[config.mk]
export PLATFORM = sky130hd
export DESIGN_NAME = cyc_snapshot_counter
export DESIGN_NICKNAME = d
export VERILOG_FILES = /design/src/rtl/cyc_pkg.sv /design/src/rtl/cyc_bus_decode.sv /design/src/rtl/cyc_counter.sv /design/src/rtl/cyc_snapshot.sv /design/src/rtl/cyc_read_port.sv /design/src/rtl/cyc_snapshot_counter.sv
export SDC_FILE = /design/constraint.sdc
export NUM_CORES = 1
export LEC_CHECK = 0
export BUFFER_PORTS_ARGS = -buffer_cell sky130_fd_sc_hd__buf_2
export CORE_MARGIN = 2
export CORE_UTILIZATION = 57
export DETAILED_ROUTE_END_ITERATION = 12
export PLACE_DENSITY_LB_ADDON = 0.3
export SLEW_MARGIN = 20
export SYNTH_ARGS = -nofsm -noshare
export SYNTH_HDL_FRONTEND = slang
export SYNTH_SLANG_ARGS = --single-unit
[constraint.sdc]
create_clock -name clk -period 3.2 [get_ports clk]
set_input_delay 0.64 -clock clk [delete_from_list [all_inputs] [get_ports clk]]
set_output_delay 0.64 -clock clk [all_outputs]
set_load 0.05 [all_outputs]
[src/rtl/cyc_pkg.sv]
package cyc_pkg;

  typedef enum logic [1:0] {
    RSEL_NONE = 2'd0,
    RSEL_LOW  = 2'd1,
    RSEL_HIGH = 2'd2
  } rsel_e;

  typedef struct packed {
    logic clear;
    logic capture;
  } ctrl_t;

  localparam int unsigned DEF_ADDR_W = 8;
  localparam int unsigned DEF_BUS_W  = 32;
  localparam logic [7:0]  DEF_OFS_LO = 8'h14;
  localparam logic [7:0]  DEF_OFS_HI = 8'h18;

endpackage

[src/rtl/cyc_bus_decode.sv]
module cyc_bus_decode
  import cyc_pkg::*;
#(
  parameter int unsigned ADDR_W  = DEF_ADDR_W,
  parameter int unsigned BUS_W   = DEF_BUS_W,
  parameter logic [ADDR_W-1:0] OFS_LO = ADDR_W'(DEF_OFS_LO),
  parameter logic [ADDR_W-1:0] OFS_HI = ADDR_W'(DEF_OFS_HI),
  parameter int unsigned CLR_BIT = 0,
  parameter int unsigned CAP_BIT = 1
) (
  input  logic              wr_en,
  input  logic [ADDR_W-1:0] wr_addr,
  input  logic [BUS_W-1:0]  wr_data,
  input  logic [ADDR_W-1:0] rd_addr,
  output ctrl_t             ctrl,
  output rsel_e             rsel
);

  logic ctrl_hit;
  logic unused_wr_bits;

  // Only the control offset carries side effects; the high word is read-only.
  assign ctrl_hit = wr_en && (wr_addr == OFS_LO);

  always_comb begin
    ctrl.clear   = ctrl_hit && wr_data[CLR_BIT];
    ctrl.capture = ctrl_hit && wr_data[CAP_BIT];
  end

  always_comb begin
    if (rd_addr == OFS_LO)      rsel = RSEL_LOW;
    else if (rd_addr == OFS_HI) rsel = RSEL_HIGH;
    else                        rsel = RSEL_NONE;
  end

  assign unused_wr_bits = ^wr_data;

endmodule

[src/rtl/cyc_counter.sv]
module cyc_counter #(
  parameter int unsigned CNT_W = 64,
  parameter int unsigned SEG_W = 16
) (
  input  logic             clk,
  input  logic             rst,
  input  logic             clear,
  output logic [CNT_W-1:0] count
);

  localparam int unsigned NSEG = CNT_W / SEG_W;

  logic [NSEG:0]      carry;
  logic [SEG_W-1:0]   seg_q [NSEG];

  assign carry[0] = 1'b1;

  for (genvar g = 0; g < NSEG; g++) begin : g_seg
    assign carry[g+1] = carry[g] & (&seg_q[g]);
    assign count[g*SEG_W +: SEG_W] = seg_q[g];

    always_ff @(posedge clk) begin
      if (rst || clear) seg_q[g] <= '0;
      else              seg_q[g] <= seg_q[g] + SEG_W'(carry[g]);
    end
  end

  logic past_ok;
  always_ff @(posedge clk) begin
    if (rst) past_ok <= 1'b0;
    else     past_ok <= 1'b1;
  end

  assert_count_step_R2: assert property (@(posedge clk) disable iff (rst)
    (past_ok && !$past(clear)) |-> (count == $past(count) + 1'b1));

  assert_clear_zero_R3: assert property (@(posedge clk) disable iff (rst)
    (past_ok && $past(clear)) |-> (count == '0));

  assert_wrap_R9: assert property (@(posedge clk) disable iff (rst)
    (past_ok && !$past(clear) && $past(&count)) |-> (count == '0));

endmodule

[src/rtl/cyc_snapshot.sv]
module cyc_snapshot #(
  parameter int unsigned CNT_W = 64
) (
  input  logic             clk,
  input  logic             rst,
  input  logic             capture,
  input  logic [CNT_W-1:0] live,
  output logic [CNT_W-1:0] snap
);

  always_ff @(posedge clk) begin
    if (rst)          snap <= '0;
    else if (capture) snap <= live;
  end

  logic past_ok;
  always_ff @(posedge clk) begin
    if (rst) past_ok <= 1'b0;
    else     past_ok <= 1'b1;
  end

  assert_snap_hold_R5: assert property (@(posedge clk) disable iff (rst)
    (past_ok && !$past(capture)) |-> $stable(snap));

  assert_snap_load_R7: assert property (@(posedge clk) disable iff (rst)
    (past_ok && $past(capture)) |-> (snap == $past(live)));

endmodule

[src/rtl/cyc_read_port.sv]
module cyc_read_port
  import cyc_pkg::*;
#(
  parameter int unsigned BUS_W = 32,
  parameter int unsigned CNT_W = 2 * BUS_W
) (
  input  logic             clk,
  input  logic             rst,
  input  logic             rd_en,
  input  rsel_e            rsel,
  input  logic [CNT_W-1:0] snap,
  output logic [BUS_W-1:0] rd_data,
  output logic             rd_valid
);

  logic [BUS_W-1:0] word;

  always_comb begin
    unique case (rsel)
      RSEL_LOW:  word = snap[BUS_W-1:0];
      RSEL_HIGH: word = snap[CNT_W-1:BUS_W];
      default:   word = '0;
    endcase
  end

  always_ff @(posedge clk) begin
    if (rst) begin
      rd_data  <= '0;
      rd_valid <= 1'b0;
    end else begin
      rd_valid <= rd_en;
      rd_data  <= rd_en ? word : '0;
    end
  end

  assert_rd_valid_R6: assert property (@(posedge clk) disable iff (rst)
    rd_en |=> rd_valid);

  assert_rd_idle_R6: assert property (@(posedge clk) disable iff (rst)
    !rd_en |=> !rd_valid);

endmodule

[src/rtl/cyc_snapshot_counter.sv]
module cyc_snapshot_counter
  import cyc_pkg::*;
#(
  parameter int unsigned ADDR_W = DEF_ADDR_W,
  parameter int unsigned BUS_W  = DEF_BUS_W,
  parameter int unsigned SEG_W  = 16,
  parameter logic [ADDR_W-1:0] OFS_LO = ADDR_W'(DEF_OFS_LO),
  parameter logic [ADDR_W-1:0] OFS_HI = ADDR_W'(DEF_OFS_HI)
) (
  input  logic              clk,
  input  logic              rst,
  input  logic              wr_en,
  input  logic [ADDR_W-1:0] wr_addr,
  input  logic [BUS_W-1:0]  wr_data,
  input  logic              rd_en,
  input  logic [ADDR_W-1:0] rd_addr,
  output logic [BUS_W-1:0]  rd_data,
  output logic              rd_valid
);

  localparam int unsigned CNT_W   = 2 * BUS_W;
  localparam int unsigned CLR_BIT = 0;
  localparam int unsigned CAP_BIT = 1;

  ctrl_t            ctrl;
  rsel_e            rsel;
  logic [CNT_W-1:0] count;
  logic [CNT_W-1:0] snap;

  cyc_bus_decode #(
    .ADDR_W(ADDR_W), .BUS_W(BUS_W), .OFS_LO(OFS_LO), .OFS_HI(OFS_HI),
    .CLR_BIT(CLR_BIT), .CAP_BIT(CAP_BIT)
  ) u_decode (
    .wr_en(wr_en), .wr_addr(wr_addr), .wr_data(wr_data),
    .rd_addr(rd_addr), .ctrl(ctrl), .rsel(rsel)
  );

  cyc_counter #(.CNT_W(CNT_W), .SEG_W(SEG_W)) u_counter (
    .clk(clk), .rst(rst), .clear(ctrl.clear), .count(count)
  );

  // Capture sees the pre-clear count: both registers update on the same edge.
  cyc_snapshot #(.CNT_W(CNT_W)) u_snapshot (
    .clk(clk), .rst(rst), .capture(ctrl.capture), .live(count), .snap(snap)
  );

  cyc_read_port #(.BUS_W(BUS_W), .CNT_W(CNT_W)) u_read (
    .clk(clk), .rst(rst), .rd_en(rd_en), .rsel(rsel), .snap(snap),
    .rd_data(rd_data), .rd_valid(rd_valid)
  );

  logic past_ok;
  always_ff @(posedge clk) begin
    if (rst) past_ok <= 1'b0;
    else     past_ok <= 1'b1;
  end

  assert_reset_clear_R1: assert property (@(posedge clk)
    rst |=> (count == '0 && snap == '0 && !rd_valid));

  assert_no_clear_R4: assert property (@(posedge clk) disable iff (rst)
    (past_ok && !$past(wr_en && wr_addr == OFS_LO && wr_data[CLR_BIT]))
      |-> (count == $past(count) + 1'b1));

  assert_ro_high_R8: assert property (@(posedge clk) disable iff (rst)
    (past_ok && $past(!(wr_en && wr_addr == OFS_LO))) |-> $stable(snap));

endmodule

# Yosys cells after proc, flatten, opt, wreduce, memory -nomap -nowiden
# Memory sizes are Yosys's and may differ from the RTL's.
# Index checks and enable logic that the tools add are counted.
[classes]
addsub = 4
n_mul = 0
div_mod_pow = 0
magnitude_cmp = 0
n_eq_ne = 5
n_shift = 0
mux = 10
n_bitwise = 7
n_reduce_logical = 8
[ops]
columns = ["cell", "count"]
rows = [
  ["two-way mux 16 bit", 4],
  ["one-hot mux 32 bit (2 select lines)", 1],
  ["adder 16 x 1 -> 16 bit", 3],
  ["AND reduction 16 bit", 3],
  ["equality test 8 x 5 -> 1 bit (second input constant)", 3],
  ["adder 16 x 1 -> 16 bit (second input constant)", 1],
  ["two-way mux 2 bit", 2],
  ["bitwise OR 1 bit", 4],
  ["logical AND 1 bit", 3],
  ["two-way mux 1 bit", 3],
  ["AND 1 bit", 2],
  ["equality test 2 x 1 -> 1 bit (second input constant)", 1],
  ["equality test 2 bit (second input constant)", 1],
  ["OR reduction 2 bit", 1],
  ["logical OR 1 bit", 1],
  ["inverter 1 bit", 1],
]
[word_totals]
register_bits = 97
latchBits = 0
mem_bits_rw = 64
romBits = 0
inputBits = 52
out_inout_bits = 33
word_cells = 38
mem_count = 1
[memory_table]
columns = ["name", "words", "width", "rd", "rd_clocked_by_memory_dff", "wr", "line", "text"]
rows = [
  ["u_counter.seg_q", 4, 16, 4, 0, 4, "cyc_counter.sv:14", "logic [SEG_W-1:0] seg_q [NSEG];"],
]

# Logic depth before layout (Yosys ltp)
# Gate-level depths: netlist of the first run.
[logic_depth]
word_depth = 7
ltp_mapped = 11
depth_no_buf = 11

# By module
# A second synthesis of the first run with hierarchy kept.
[unflattened]
hier_cells = 652
area_unflattened_um2 = 6347.3
[modules_own_cells]
columns = ["module", "instances", "cells_each", "area_per_inst_um2", "seq_area_each_um2"]
rows = [
  ["cyc_counter", 1, 322, 2826.5, 1281.2],
  ["cyc_snapshot", 1, 206, 2290.9, 1281.2],
  ["cyc_read_port", 1, 113, 1147.4, 660.6],
  ["cyc_bus_decode", 1, 11, 82.6, 0.0],
]

# Least setup slack after synthesis of the first run
# Ideal clock, no wire load.
[synth_timing]
path_kind = "register to register"
from = "mem u_counter.seg_q[0][6]"
to = "mem u_counter.seg_q[3][14]"
setup_ns = 0.128
arrival_ns = 2.642
t_required_ns = 3.072
setup_slack_ns = 0.430
stages_incl_launch_ff = 11
path_buffers = 0
synth_period_minus_slack_ns = 2.770
cell_sequence = "dfxtp_1 -> nand4_4 -> or4_4 -> nor4_4 -> and3_1 -> ha_1 -> ha_1 -> nand4_1 -> nor4_1 -> xnor2_1 -> nor2_1"
[synth_lines]
columns = ["item", "line"]
rows = [
  ["from (decl)", "cyc_counter.sv:14"],
]

==> flow_metrics.tcl, run 1 <==
set metrics [dict create \
    worstPathRequired_ps 3650 \
    synth-seq-cells 161 \
    antenna_found_initial 0 \
    yosys.cell_types.count 35 \
    comb_power_share_pct 1.8 \
    grt_pass1_wl_um 22500 \
    cts_setup_buffers 0 \
    clk_latency_ps 530 \
    drc 0 \
    hp-start "u_snapshot.snap[10]$_SDFFE_PP0P_" \
    ant_nets 0 \
    hpwl_um 8370 \
    pwr-share-seq_pct 48.6 \
    synthTopCellsByArea "dfxtp_1 52%, nand2_1 8.9%, a21oi_1 5.8%" \
    vias 5090 \
    syn_to_final_growth_pct 16.7 \
    mostFrequentLayoutCells "160 x dfxtp_1, 146 x nand2_1, 93 x nor2_1" \
    cp.arrival_ps 3560 \
    die_width_um 108 \
    yosysWarnings 0 \
    power.share.clock_pct 49.6 \
    dp_cells 882 \
    clk_pin_slew_worst_paths_ps 60 \
    p_sw_share_pct 20.1 \
    io_pins 85 \
    min_period_over_period_pct 97.0 \
    nNetsFinal 824 \
    syn_area_um2 6140 \
    drive_above_1_share_pct 14.3 \
    coreArea_um2 10400 \
    outcome "completed" \
    layout_commonest_cell "dfxtp_1" \
    grt_overflow 0 \
    grt_pass1_vias 4827 \
    syn_area_per_cell_um2 8.56 \
    cts-root-buf "clkbuf_8" \
    powerDensity_nw_per_um2 577 \
    irDropWorstVdd_uv 335 \
    r2r_slack_ps 100 \
    drv_slew 0 \
    fin_util_pct 68.8 \
    min_period_ps 3100 \
    grt.total_usage_pct 24.6 \
    max_cap_violations 0 \
    place_congestion 0.807 \
    viasPerCell 5.58 \
    leakage_nw 2.54 \
    worstMarginPinSlew_ps 707 \
    endpoint_kind "flop" \
    fmax_mhz 322 \
    fillers 811 \
    relSlewSlack_pct 52.8 \
    worstSetupStartpointType "flop" \
    synth_cells 718 \
    worstSetupPathType "flop to flop" \
    critical_path.max_fanout 7 \
    grt_max_degree 65 \
    power.switching_uw 831 \
    dieArea_um2 11600 \
    tritoncts "yes" \
    synth_top_area_share_pct 52.5 \
    min_path_type "flop to flop" \
    fin_cells 912 \
    yosys.area.top_type "dfxtp_1" \
    cts_buffers 17 \
    initial_core_util_pct 59.0 \
    h-tree-depth 4 \
    drt-wirelength-per-cell_um 15.0 \
    crit_start "u_counter.seg_q[0][7]$_SDFF_PP0_" \
    drt-initial-drc-count 396 \
    ys_seq_area_share_pct 52.5 \
    synth_fp_nets 777 \
    internal_power_mw 3.31 \
    clock_path_buffers 2 \
    diodes 0 \
    io_buffers 54 \
    die_h_um 108 \
    clock_skew_ps 6.09 \
    dp_slack_ps 154 \
    r2r-start "u_counter.seg_q[0][7]$_SDFF_PP0_" \
    cts_sinks 161 \
    finalHoldViolations 0 \
    setup_viol 0 \
    routed_wl_um 13700 \
    rows 37 \
    worst_slack_ps 97.2 \
    drtPass1Iterations 4 \
]
synthesized netlist by cell type:
library cell	n
a21oi_1	71
a22oi_1	32
a41o_1	1
and2_1	1
and3_1	2
and4_1	4
buf_1	3
buf_2	12
clkbuf_1	25
clkbuf_2	1
dfxtp_1	161
ha_1	7
inv_1	19
nand2_1	146
nand2b_1	2
nand3_1	20
nand4_1	15
nand4_2	1
nand4_4	2
nor2_1	93
nor2b_1	1
nor3_1	11
nor4_1	14
nor4_2	1
nor4_4	1
nor4b_1	1
nor4b_2	1
nor4bb_1	1
o21ai_0	7
or2_2	1
or3_1	9
or4_1	1
or4_4	2
xnor2_1	33
xor2_1	16
routing by layer:
layer | vias to the layer above | part of all wire (%) | track usage [%]
met4 | 0 | 1.2 | 7.51
met3 | 16 | 6.5 | 6.36
li1 | 2503 | - | -
met2 | 164 | 46 | 38.5
met1 | 2407 | 46 | 33.7
met5 | - | 0 | 0
per-stage QoR:
step	setup TNS (ps)	hold slack (ps)	power [mW]	instance area [um^2]
after CTS	0	455	4.16	7160
after detailed placement	0	447	2.13	6560
after global placement	0	443	2.13	6560
after floorplan	0	436	2.10	6140
after global routing	-32.4	473	4.25	7170
final	0	457	4.14	7170
cells by family (layout without fill, tap and decap cells):
group | after synthesis | in the layout | share of synthesized area (%)
fa+ha+maj | 7 | 7 | 1.43
simple gates | 330 | 330 | 24.8
flops | 161 | 161 | 52.5
buf+inv | 60 | 118 | 3.93
compound gates | 111 | 111 | 10.4
xor+xnor | 49 | 49 | 6.99
power groups by stage:
| stage | Sequential (mW) | Combinational, mW | Clock [mW] |
|---|---|---|---|
| 5_1_grt | 2.01 | 0.0805 | 2.16 |
| 4_1_cts | 2.01 | 0.0727 | 2.07 |
| 3_3_place_gp | 2.06 | 0.0694 | 0 |
| 3_5_place_dp | 2.06 | 0.0721 | 0 |
| 6_report | 2.01 | 0.0731 | 2.05 |
| 2_1_floorplan | 2.06 | 0.0421 | 0 |
sequential cells by signal (all words and copies together) (netlist names):
register	flops
u_counter.seg_q	64
u_snapshot.snap	64
u_read.rd_valid	1
u_read.rd_data	32
worst paths after layout:
| path | end | cells past startpoint |
|---|---|---|
| hold reg to reg | u_snapshot.snap[10]$_SDFFE_PP0P_ | 2 |
| hold / removal | u_snapshot.snap[10]$_SDFFE_PP0P_ | 2 |
| setup / recovery | u_counter.seg_q[3][15]$_SDFF_PP0_ | 9 |
| setup reg to reg | u_counter.seg_q[3][15]$_SDFF_PP0_ | 9 |
critical path, stage by stage (launching register included):
cell	delay (ps)
dfxtp_1	450
nand4_4	180
or4_4	590
nor4_4	330
and3_1	210
ha_1	230
nand2_1	110
or3_1	380
or3_1	390
a21oi_1	160
cell type report:
cell class	count	area, um^2	area share, %
sequential	161	3220	45.0
multi-input combinational	497	2710	37.8
clock buffer	20	435	6.07
timing repair buffer	69	395	5.51
tap	136	170	2.37
clock inverter	10	161	2.25
inverter	19	71.3	0.995
repair_timing:
item                       4_1_cts  5_1_grt
resized for setup                0        3
hold buffers                     0        0
setup endpoints to repair        0        3
Power figures use the tool's default switching activity.
==> inputs of run 2 (changes only) <==
Settings changed: CORE_UTILIZATION 57 to 51.
Clock period 3.2 ns to 2.55 ns, I/O delays scaled along.
==> run 2 against run 1 <==
The flow now finishes with violations (setup timing). Count of clock-buffer cells in the layout unchanged. Register-to-register slack got worse by 400 ps. Clock skew up 2.0 ps. Sequential power increased by 25%. Final area grew 9.8%. Largest power group is now sequential cells.
==> flow_metrics.tcl, run 2 (synthesis results as in run 1) <==
set metrics [dict create \
    outcome "finished, violations left" \
    violations "setup timing" \
    power.switching_mw 1.09 \
    cp.arrival_ps 3150 \
    hpwl_um 8780 \
    coreArea_um2 11900 \
    fin_cells 973 \
    tritoncts "yes" \
    vias 5368 \
    clock_skew_ps 8.12 \
    cts_sinks 161 \
    mostFrequentLayoutCells "148 x dfxtp_1, 143 x nand2_1, 92 x nor2_1" \
    antenna_found_initial 0 \
    die_width_um 114 \
    cts-root-buf "clkbuf_16" \
    die_h_um 114 \
    fillers 893 \
    comb_power_share_pct 2.1 \
    initial_core_util_pct 51.8 \
    h-tree-depth 4 \
    diodes 0 \
    min_period_over_period_pct 112 \
    relSlewSlack_pct 52.0 \
    r2r_cells 11 \
    grt_pass1_vias 5132 \
    io_buffers 54 \
    p_total_mw 5.09 \
    critical_path.max_fanout 4 \
    dp_slack_ps -193 \
    drive_above_1_share_pct 24.7 \
    postCtsHoldBufs 0 \
    grt_max_degree 65 \
    nNetsFinal 872 \
    worstMarginPinSlew_ps 721 \
    whs_ps 454 \
    p_sw_share_pct 21.4 \
    viasPerCell 5.52 \
    routed_wl_um 15300 \
    leakage_nw 2.92 \
    drt-initial-drc-count 399 \
    pwr-share-seq_pct 49.6 \
    powerDensity_nw_per_um2 646 \
    drtPass1Iterations 5 \
    cts_buffers 17 \
    worstPathRequired_ps 2850 \
    grt_pass1_wl_um 24800 \
    min_period_ps 2860 \
    drv_slew 0 \
    setup_viol 18 \
    multi_input_area_um2 2990 \
    dp_cells 923 \
    place_congestion 0.835 \
    internal_power_mw 4.00 \
    min_path_type "flop to flop" \
    layout_commonest_cell "dfxtp_1" \
    clk_latency_ps 420 \
    fin_util_pct 66.4 \
    drc 0 \
    fmax_mhz 350 \
    max_cap_violations 0 \
    grt_overflow 0 \
    rsz0062_at_grt "true" \
    place_area_um2 6920 \
    register_area_um2 3240 \
    finalSetupTns_ps -2020 \
    finalHoldViolations 0 \
    clk_pin_slew_worst_paths_ps 60 \
    reg_top3 "u_counter.seg_q x64, u_snapshot.snap x64, u_read.rd_data x32" \
    power.share.clock_pct 48.3 \
    worst_slack_ps -306 \
    clock_path_buffers 2 \
    dieArea_um2 12900 \
    worstSetupStartpointType "flop" \
    irDropWorstVdd_uv 457 \
    fin_area_um2 7870 \
    rows 40 \
    syn_to_final_growth_pct 28.1 \
    ant_nets 0 \
    io_pins 85 \
    worstSetupPathType "flop to flop" \
    drt-wirelength-per-cell_um 15.7 \
    grt.total_usage_pct 23.9 \
    endpoint_kind "flop" \
    hold_depth 2 \
]
[run 2: changes by cell type in the layout (fill, tap and decap cells not counted), sizes merged]
| cell | change |
|---|---|
| clkinvlp | -1 |
| buf | +48 |
| clkinv | +3 |
| bufinv | -2 |
| inv | +2 |
[run 2: area by class of cell]
| type | instances | area share, % |
|---|---|---|
| Clock buffer | 20 | 5.55 |
| Tap cell | 147 | 2.34 |
| Sequential cell | 161 | 41.2 |
| Timing Repair Buffer | 117 | 10.3 |
| Inverter | 19 | 0.906 |
| Clock inverter | 12 | 1.72 |
| Multi-Input combinational cell | 497 | 38.0 |
[run 2: power by group through the flow]
stage | clock network (mW) | registers (mW) | logic [mW]
final | 2.46 | 2.52 | 0.106
after global routing | 2.60 | 2.52 | 0.117
after CTS | 2.48 | 2.52 | 0.105
after detailed placement | 0 | 2.58 | 0.104
after global placement | 0 | 2.58 | 0.101
after floorplan | 0 | 2.58 | 0.0550
[run 2: per-layer routing]
metal | global-route usage [%] | up-vias | share of wire [%]
met5 | 0 | - | 0
met4 | 6.99 | 0 | 1.2
met3 | 5.15 | 22 | 5.2
met2 | 39.2 | 174 | 50
met1 | 32.0 | 2570 | 44
li1 | - | 2602 | -
[run 2: timing repair]
| item | CTS | global route |
|---|---|---|
| pin swaps | 14 | 22 |
| gates cloned | 0 | 0 |
| endpoints found under the setup margin | 16 | 29 |
| buffers inserted | 16 | 6 |
| gates resized for setup | 23 | 22 |
| hold endpoints to repair | 0 | 0 |
[run 2: final timing paths]
| kind | slack [ps] | to | startpoint |
|---|---|---|---|
| max reg2reg | -310 | u_counter.seg_q[3][14]$_SDFF_PP0_ | u_counter.seg_q[0][1]$_SDFF_PP0_ |
| min | 450 | u_snapshot.snap[3]$_SDFFE_PP0P_ | u_snapshot.snap[3]$_SDFFE_PP0P_ |
| max | -310 | u_counter.seg_q[3][14]$_SDFF_PP0_ | u_counter.seg_q[0][1]$_SDFF_PP0_ |
| min reg2reg | 450 | u_snapshot.snap[3]$_SDFFE_PP0P_ | u_snapshot.snap[3]$_SDFFE_PP0P_ |
[run 2: critical path, stage by stage (launching register included)]
cell     delay, ps
dfxtp_4        360
ha_4           130
nand3_2         70
or4_4          550
nor4_4         320
and3_4         230
ha_4           160
ha_4           130
nand4_1        140
nor4_2         400
xnor2_1        180
nor2_1          60
==> inputs of run 3 (changes only) <==
Settings changed: SKIP_CTS_REPAIR_TIMING set to 1.
==> run 3 against run 2 <==
The flow still finishes with violations (setup timing). Clock power barely moved. Highest routed layer unchanged. Sequential power barely moved. Total power about the same. Register-to-register slack improved by 20 ps. Setup slack gained 17 ps. Maximum frequency up 0.60%. Global-route usage decreased by 1.4 points. Count of clock-buffer cells in the layout unchanged. Die area stayed put.
==> flow_metrics.tcl, run 3 (synthesis results as in run 1) <==
set metrics [dict create \
    io_buffers 54 \
    critical_path.max_fanout 4 \
    critPathMaxStageDelay_ps 520 \
    min_period_ps 2840 \
    powerDensity_nw_per_um2 661 \
    power.switching_mw 1.08 \
    viasPerCell 5.47 \
    fillers 930 \
    crit_chain "ha_4, nand3_2, or4_4, nor4_4, and3_4, ha_4, ha_4, nand4_1, nor4_2, xnor2_1, nor2_1" \
    tritoncts "yes" \
    hp-start "u_snapshot.snap[3]$_SDFFE_PP0P_" \
    setup_viol 14 \
    whs_ps 454 \
    worstSetupPathType "flop to flop" \
    power.share.clock_pct 48.2 \
    worst_path_max_delay_cell "or4_4" \
    r2r-start "u_counter.seg_q[0][1]$_SDFF_PP0_" \
    drive_above_1_share_pct 22.3 \
    p_sw_share_pct 21.3 \
    rows 40 \
    reg_top3 "u_counter.seg_q x64, u_snapshot.snap x64, u_read.rd_data x32" \
    drt-wirelength-per-cell_um 15.2 \
    wl_met2_um 7170 \
    finalHoldViolations 0 \
    fin_util_pct 64.8 \
    clk_latency_ps 420 \
    r2r_slack_ps -290 \
    dp_slack_ps -193 \
    die_width_um 114 \
    max_cap_violations 0 \
    reg2reg_to "u_counter.seg_q[3][14]$_SDFF_PP0_" \
    cts-root-buf "clkbuf_16" \
    worstPathRequired_ps 2840 \
    ant_nets 0 \
    hpwl_um 8780 \
    pwr-share-seq_pct 49.7 \
    coreArea_um2 11900 \
    clock_path_buffers 2 \
    top_layer_used "met4" \
    dieArea_um2 12900 \
    min_period_over_period_pct 111 \
    min_path_type "flop to flop" \
    irDropWorstVdd_uv 422 \
    drv_slew 0 \
    grt.total_usage_pct 22.6 \
    grt_pass1_wl_um 23500 \
    antenna_found_initial 0 \
    worst_slack_ps -289 \
    layout_commonest_cell "dfxtp_1" \
    relSlewSlack_pct 53.1 \
    comb_power_share_pct 2.1 \
    outcome "finished, violations left" \
    h-tree-depth 4 \
    violations "setup timing" \
    endpoint_kind "flop" \
    drc 0 \
    drt-initial-drc-count 354 \
    worstMarginPinSlew_ps 703 \
    finalSetupTns_ps -1650 \
    leakage_nw 2.80 \
    internal_power_mw 4.00 \
    wl_met3_um 773 \
    grt_pass1_vias 4984 \
    cp.arrival_ps 3130 \
    vias 5247 \
    nNetsFinal 859 \
    grt_overflow 0 \
    holdPathEnd "u_snapshot.snap[3]$_SDFFE_PP0P_" \
    r2r_cells 11 \
    critPathMostFrequentCell "ha_4" \
    routed_wl_um 14600 \
    worstSetupStartpointType "flop" \
    grt_max_degree 65 \
    place_congestion 0.835 \
    wl_met1_um 6500 \
    mostFrequentLayoutCells "150 x dfxtp_1, 144 x nand2_1, 92 x nor2_1" \
    fin_cells 960 \
    syn_to_final_growth_pct 25.2 \
    io_pins 85 \
    hold_depth 2 \
    diodes 0 \
    initial_core_util_pct 51.8 \
    cts_sinks 161 \
    cts_buffers 17 \
    drtPass1Iterations 5 \
    die_h_um 114 \
    clk_pin_slew_worst_paths_ps 60 \
    rsz0062_at_grt "true" \
    dp_cells 923 \
    clock_skew_ps 8.89 \
    fmax_mhz 352 \
]
-- run 3: cell count changes in the layout (fill, tap and decap cells not counted), sizes merged --
| cell | previous run | this run |
|---|---|---|
| buf | 117 | 104 |
-- run 3: worst max-delay path, delay by kind of cell (launching register included) --
kind / cells / cell delay, ps
simple gates: 7 / 1750
fa+ha+maj: 3 / 430
flops: 1 / 360
xor+xnor: 1 / 180
-- run 3: power groups by stage --
stage          logic, mW  registers, mW  clock network (mW)
2_1_floorplan     0.0550           2.58                   0
3_3_place_gp       0.101           2.58                   0
3_5_place_dp       0.104           2.58                   0
4_1_cts            0.105           2.52                2.48
5_1_grt            0.117           2.52                2.61
6_report           0.107           2.52                2.45
-- run 3: final cells by class --
type                    count  area, um^2  area share (%)
multi-input cells         497        2920            37.9
clock buffers              20         437            5.68
inverters                  19        71.3           0.927
clock inverters            12         135            1.76
repair buffers            104         707            9.19
flip-flops and latches    161        3240            42.2
well taps                 147         184            2.39
-- run 3: through the flow --
stage               total power [mW]  cell area (um^2)
finish                          5.08              7690
CTS                             5.11              7490
floorplan                       2.64              6230
global route                    5.25              7690
global placement                2.68              6920
detailed placement              2.68              6920
-- run 3: how the worst max path moves through the flow --
stage | end | startpoint | cells past startpoint
2_1_floorplan | u_counter.seg_q[3][15]$_SDFF_PP0_ | u_counter.seg_q[0][1]$_SDFF_PP0_ | 10
3_5_place_dp | u_counter.seg_q[3][14]$_SDFF_PP0_ | u_counter.seg_q[0][1]$_SDFF_PP0_ | 11
3_3_place_gp | u_counter.seg_q[3][14]$_SDFF_PP0_ | u_counter.seg_q[0][1]$_SDFF_PP0_ | 11
5_1_grt | u_counter.seg_q[3][14]$_SDFF_PP0_ | u_counter.seg_q[0][1]$_SDFF_PP0_ | 11
6_report | u_counter.seg_q[3][14]$_SDFF_PP0_ | u_counter.seg_q[0][1]$_SDFF_PP0_ | 11
4_1_cts | u_counter.seg_q[3][14]$_SDFF_PP0_ | u_counter.seg_q[0][1]$_SDFF_PP0_ | 11
-- run 3: layer usage --
layer | vias up | track usage (%)
li1 | 2572 | -
met1 | 2516 | 30.5
met2 | 144 | 36.4
met3 | 15 | 5.42
met4 | 0 | 6.02
met5 | - | 0
